### config.mk
export PLATFORM = sky130hd
export DESIGN_NAME = lvd_ctrl_reg
export DESIGN_NICKNAME = d
export VERILOG_FILES = /design/src/rtl/lvd_pkg.sv /design/src/rtl/lvd_cfg_bank.sv /design/src/rtl/lvd_flag.sv /design/src/rtl/lvd_route.sv /design/src/rtl/lvd_ctrl_reg.sv
export SDC_FILE = /design/constraint.sdc
export NUM_CORES = 1
export LEC_CHECK = 0
export BUFFER_PORTS_ARGS = -buffer_cell sky130_fd_sc_hd__clkbuf_2
export CAP_MARGIN = 20
export CORE_AREA = 2 2 39 41
export CTS_CLUSTER_SIZE = 10
export DETAILED_ROUTE_END_ITERATION = 8
export DIE_AREA = 0 0 41 43
export PLACE_DENSITY_LB_ADDON = 0.1
export SLEW_MARGIN = 20
export SYNTH_ARGS = -nofsm -noshare
export SYNTH_HDL_FRONTEND = slang
export SYNTH_SLANG_ARGS = --single-unit
### constraint.sdc
create_clock -name clk -period 1.35 [get_ports clk]
set_clock_uncertainty 0.2 [all_clocks]
set_input_delay 0.0675 -clock clk [delete_from_list [all_inputs] [get_ports clk]]
set_output_delay 0.0675 -clock clk [all_outputs]
set_load 0.02 [all_outputs]
### src/rtl/lvd_pkg.sv
package lvd_pkg;
  localparam int REG_W    = 8;
  // bit positions of the register image
  localparam int B_FLAG   = 7;
  localparam int B_ACK    = 6;
  localparam int B_IRQEN  = 5;
  localparam int B_RSTEN  = 4;
  localparam int B_STOPEN = 3;
  localparam int B_MEN    = 2;
  localparam int B_RSV    = 1;
  localparam int B_BGEN   = 0;
  // write-once group, index order: 0 = master, 1 = stop, 2 = reset route
  localparam int N_ONCE   = 3;
  localparam int N_FREE   = 2;  // index 0 = band gap, 1 = irq enable

  typedef struct packed {
    logic irq_en;
    logic rst_en;
    logic stop_en;
    logic mst_en;
    logic bg_en;
  } lvd_cfg_t;
endpackage

### src/rtl/lvd_cfg_bank.sv
module lvd_cfg_bank
  import lvd_pkg::*;
#(
  parameter logic [N_ONCE-1:0] ONCE_RST = 3'b101
) (
  input  logic              clk,
  input  logic              rst_n,
  input  logic              wr_en,
  input  logic [N_ONCE-1:0] once_wd,
  input  logic [N_FREE-1:0] free_wd,
  output lvd_cfg_t          cfg_o
);
  logic [N_ONCE-1:0] once_q;
  logic [N_ONCE-1:0] lock_q;
  logic [N_FREE-1:0] free_q;

  genvar gi;
  generate
    for (gi = 0; gi < N_ONCE; gi++) begin : g_once
      always_ff @(posedge clk) begin
        if (!rst_n) begin
          once_q[gi] <= ONCE_RST[gi];
          lock_q[gi] <= 1'b0;
        end else if (wr_en && !lock_q[gi]) begin
          once_q[gi] <= once_wd[gi];
          lock_q[gi] <= 1'b1;
        end
      end

      AST_LOCK_HOLDS: assert property (@(posedge clk) disable iff (!rst_n)
        lock_q[gi] |=> $stable(once_q[gi]));
      AST_FIRST_WRITE_TAKES: assert property (@(posedge clk) disable iff (!rst_n)
        (wr_en && !lock_q[gi]) |=> (once_q[gi] == $past(once_wd[gi])));
    end

    for (gi = 0; gi < N_FREE; gi++) begin : g_free
      always_ff @(posedge clk) begin
        if (!rst_n)     free_q[gi] <= 1'b0;
        else if (wr_en) free_q[gi] <= free_wd[gi];
      end
    end
  endgenerate

  always_comb begin
    cfg_o.mst_en  = once_q[0];
    cfg_o.stop_en = once_q[1];
    cfg_o.rst_en  = once_q[2];
    cfg_o.bg_en   = free_q[0];
    cfg_o.irq_en  = free_q[1];
  end
endmodule

### src/rtl/lvd_flag.sv
module lvd_flag (
  input  logic clk,
  input  logic rst_n,
  input  logic mst_en,
  input  logic stop_en,
  input  logic stop_mode,
  input  logic low_volt,
  input  logic ack,
  output logic flag_q,
  output logic det_hit
);
  logic active;

  always_comb begin
    active  = mst_en && (!stop_mode || stop_en);
    det_hit = active && low_volt;
  end

  always_ff @(posedge clk) begin
    if (!rst_n)       flag_q <= 1'b0;
    else if (det_hit) flag_q <= 1'b1;  // detection outranks acknowledge
    else if (ack)     flag_q <= 1'b0;
  end

  AST_SET_NEEDS_DETECT: assert property (@(posedge clk) disable iff (!rst_n)
    $rose(flag_q) |-> $past(mst_en && low_volt));
  AST_ACK_CLEARS: assert property (@(posedge clk) disable iff (!rst_n)
    (ack && !(mst_en && low_volt && (!stop_mode || stop_en))) |=> !flag_q);
  AST_STOP_GATE: assert property (@(posedge clk) disable iff (!rst_n)
    (stop_mode && !stop_en) |=> !$rose(flag_q));
  AST_SET_WINS: assert property (@(posedge clk) disable iff (!rst_n)
    (ack && low_volt && mst_en && (!stop_mode || stop_en)) |=> flag_q);
endmodule

### src/rtl/lvd_route.sv
module lvd_route
  import lvd_pkg::*;
(
  input  logic             flag,
  input  lvd_cfg_t         cfg,
  output logic             irq,
  output logic             rst_req,
  output logic             bg_en,
  output logic [REG_W-1:0] rd_data
);
  always_comb begin
    irq      = flag && cfg.irq_en && cfg.mst_en;
    rst_req  = flag && cfg.rst_en && cfg.mst_en;
    bg_en    = cfg.bg_en;
    rd_data  = '0;
    rd_data[B_FLAG]   = flag;
    rd_data[B_IRQEN]  = cfg.irq_en;
    rd_data[B_RSTEN]  = cfg.rst_en;
    rd_data[B_STOPEN] = cfg.stop_en;
    rd_data[B_MEN]    = cfg.mst_en;
    rd_data[B_BGEN]   = cfg.bg_en;
  end
endmodule

### src/rtl/lvd_ctrl_reg.sv
module lvd_ctrl_reg
  import lvd_pkg::*;
#(
  parameter logic MEN_RST    = 1'b1,
  parameter logic RSTEN_RST  = 1'b1,
  parameter logic STOPEN_RST = 1'b0
) (
  input  logic             clk,
  input  logic             rst_n,
  input  logic             reg_wr_en,
  input  logic [REG_W-1:0] reg_wr_data,
  output logic [REG_W-1:0] reg_rd_data,
  input  logic             low_volt_i,
  input  logic             stop_mode_i,
  output logic             lv_irq_o,
  output logic             lv_rst_req_o,
  output logic             bg_buf_en_o
);
  localparam logic [N_ONCE-1:0] ONCE_RST = {RSTEN_RST, STOPEN_RST, MEN_RST};

  lvd_cfg_t          cfg;
  logic              flag;
  logic              det_hit;
  logic              ack;
  logic [N_ONCE-1:0] once_wd;
  logic [N_FREE-1:0] free_wd;

  always_comb begin
    once_wd = {reg_wr_data[B_RSTEN], reg_wr_data[B_STOPEN], reg_wr_data[B_MEN]};
    free_wd = {reg_wr_data[B_IRQEN], reg_wr_data[B_BGEN]};
    ack     = reg_wr_en && reg_wr_data[B_ACK];
  end

  lvd_cfg_bank #(.ONCE_RST(ONCE_RST)) u_cfg (
    .clk     (clk),
    .rst_n   (rst_n),
    .wr_en   (reg_wr_en),
    .once_wd (once_wd),
    .free_wd (free_wd),
    .cfg_o   (cfg)
  );

  lvd_flag u_flag (
    .clk       (clk),
    .rst_n     (rst_n),
    .mst_en    (cfg.mst_en),
    .stop_en   (cfg.stop_en),
    .stop_mode (stop_mode_i),
    .low_volt  (low_volt_i),
    .ack       (ack),
    .flag_q    (flag),
    .det_hit   (det_hit)
  );

  lvd_route u_route (
    .flag    (flag),
    .cfg     (cfg),
    .irq     (lv_irq_o),
    .rst_req (lv_rst_req_o),
    .bg_en   (bg_buf_en_o),
    .rd_data (reg_rd_data)
  );

  AST_RO_FLAG_WRITE: assert property (@(posedge clk) disable iff (!rst_n)
    (reg_wr_en && reg_wr_data[B_FLAG] && !det_hit) |=> !$rose(reg_rd_data[B_FLAG]));
  AST_RSV_READS_ZERO: assert property (@(posedge clk) disable iff (!rst_n)
    (reg_wr_en && reg_wr_data[B_RSV]) |=> !reg_rd_data[B_RSV]);
  AST_RST_REQ_GATED: assert property (@(posedge clk) disable iff (!rst_n)
    lv_rst_req_o |-> (reg_rd_data[B_MEN] && reg_rd_data[B_FLAG]));
  AST_IRQ_GATED: assert property (@(posedge clk) disable iff (!rst_n)
    lv_irq_o |-> (reg_rd_data[B_MEN] && reg_rd_data[B_IRQEN]));
endmodule

==> out/metrics.cfg <==
[finish]
diodes=0
postLayoutCoreUtil_pct=42.7
layout.cells.non_filler=82
synthToLayoutAreaGrowth_pct=46.6
drive_gt1_share_pct=33.3
final_cell_area_um2=591
nets=80

[detailed_routing]
routed-via-count=329
wl_um=785
dr.first_iter.drc_count=1
firstDrtPassIters=4
ant_nets=0
wire_per_inst_um=9.57
drc_errors=0
via_per_inst=4.01

[setup_path]
startpoint_type=flop
critPathTopFamily=flip-flops
path_buf_inv=1
endpoint_kind=output port
path_cells=and3_1 -> clkbuf_2
reg2regPathDepth=3
crit_path_max_fanout=5
slowest_delay_ps=390
required_ps=1080
slowest_stage=dfxtp_1
arrival_ps=980
path_class=flop to output port
worst-path-stages=2

[cts]
clockBufferDepth=2
ctsRootBufferMaster=clkbuf_4
cts.clk_slew.worst_paths_ps=60
cts_inserted_buffers=3
clkLatencyLatePin_ps=250
cts_sinks=9
htree_num_levels=1
cts_setup_buffers=0
cts_tree=yes

[die]
die-area_um2=1760
core_area_um2=1380
rows=14
io_pins=24
floorplan.initialDensity_pct=29.1
die_h_um=43
dieWidth_um=41

[sta]
slew_viol_final=0
finalCritPeriodShare_pct=92.4
rsz0062_at_grt=no
setup_viol=0
finalSetupTns_ps=0
fmax_mhz=802
timing_hold_violations_final=0
fin_crit_ps=1250

[synthesis]
synth_cell_types=13
netlist_top_cells_count=dfxtp_1 (9), buf_4 (6), mux2i_1 (5), nor2b_1 (4)
synth-seq-cells=9
synthArstFlopShare_pct=0
syn_area_um2=403
ys_seq_area_share_pct=44.7
synth_edf_count=0
synth_most_common_cell=dfxtp_1
synth_top_area_share_pct=44.7
yosys.area.top_type=dfxtp_1
syn_inst=40
syn_avg_cell_area_um2=10.1
synthTopCellsByArea=dfxtp_1 (45%), mux2i_1 (12%), buf_4 (11%), nor2b_1 (6.2%), and2b_1 (5.6%)
yosysWarnings=0
synth_ff_type=dfxtp_1

[run_status]
status=complete, no violations

[global_route]
grt_use_total_pct=11.0
first_global_vias=335
antenna_found_initial=0
grt_max_degree=10
globalRouteOverflowTotal=0
grt_first_pass_wirelength_mm=1.28

[hold_path]
holdPathStages=1
min_path_type=flop to flop

[place]
placed_area_um2=462
gp_congestion=0.542
portBuffers=19
dp_cells=68

[power]
peakVddDrop_mv=0.529
total_power_w=0.000621
p_leak_nw=0.294
p_per_area_nw_per_um2=1050

[run]
cap_violations=0

kinds of logic after synthesis:
family / after synthesis / synth area share (%)
AOI/OAI and AO/OA: 4 / 7.76
buffers and inverters: 8 / 14.9
DFF: 9 / 44.7
muxes: 5 / 12.4
other: 1 / 0.931
and+or+nand+nor: 13 / 19.3
flip-flops by register name, summed over array words and instances (netlist names):
signal,count
u_flag.flag_q,1
u_cfg.lock_q,3
u_cfg.cfg_o,5
area by class of cell:
class	instances	area (um^2)
well taps	16	20.0
clock buffers	4	26.3
multi-input cells	24	166
flip-flops and latches	9	180
repair buffers	29	198
fillers	151	793
per-stage QoR:
| stage | hold WS [ps] | setup slack [ps] |
|---|---|---|
| 3_5_place_dp | 92.3 | 304 |
| 4_1_cts | 267 | 74.6 |
| 3_3_place_gp | 89.3 | 300 |
| 2_1_floorplan | -4.05 | 334 |
| 6_report | 260 | 102 |
| 5_1_grt | 293 | 24.5 |
layer usage:
metal	share of wire [%]	up-vias	global-route usage, %
li1	-	176	-
met1	49	144	14.4
met2	46	9	14.7
met3	4.8	0	4.71
met4	0	0	6.00
met5	0	-	0
final timing paths:
check	from	to	slack, ps
worst min register to register	u_cfg.lock_q[2]	u_cfg.lock_q[2]	260
worst max-delay path	u_cfg.cfg_o[1]	lv_rst_req_o	100
worst max register to register	u_cfg.lock_q[2]	u_cfg.cfg_o[3]	300
worst min-delay path	u_cfg.lock_q[2]	u_cfg.lock_q[2]	260
report_power, final:
part	internal, W	switching, W	leakage (nW)
clock	0.000114	0.0000935	0.0150
sequential	0.000283	0.0000119	0.0747
combinational	0.0000632	0.0000553	0.204
worst register-to-register path: cells and delay by family (launching register included):
| family | cells | cell delay, ps |
|---|---|---|
| DFF | 1 | 300 |
| and+or+nand+nor | 2 | 250 |
| muxes | 1 | 180 |
repair_timing:
| item | in CTS | in global routing |
|---|---|---|
| endpoints found under the setup margin | 0 | 3 |
| hold buffers | 10 | 0 |
| resized for setup | 0 | 2 |
| endpoints found under the hold margin | 9 | 0 |
cells in the final DEF, fill, tap and decap left out:
cell type / instances
dfxtp_1: 9
o21a_1: 3
nor2b_1: 4
nand2_1: 3
clkbuf_1: 1
clkbuf_2: 18
and3_1: 2
nand2b_1: 1
dlygate4sd3_1: 10
and2b_1: 3
a32oi_1: 1
conb_1: 2
clkbuf_4: 4
mux2i_1: 5
Power figures use the tool's default switching activity.
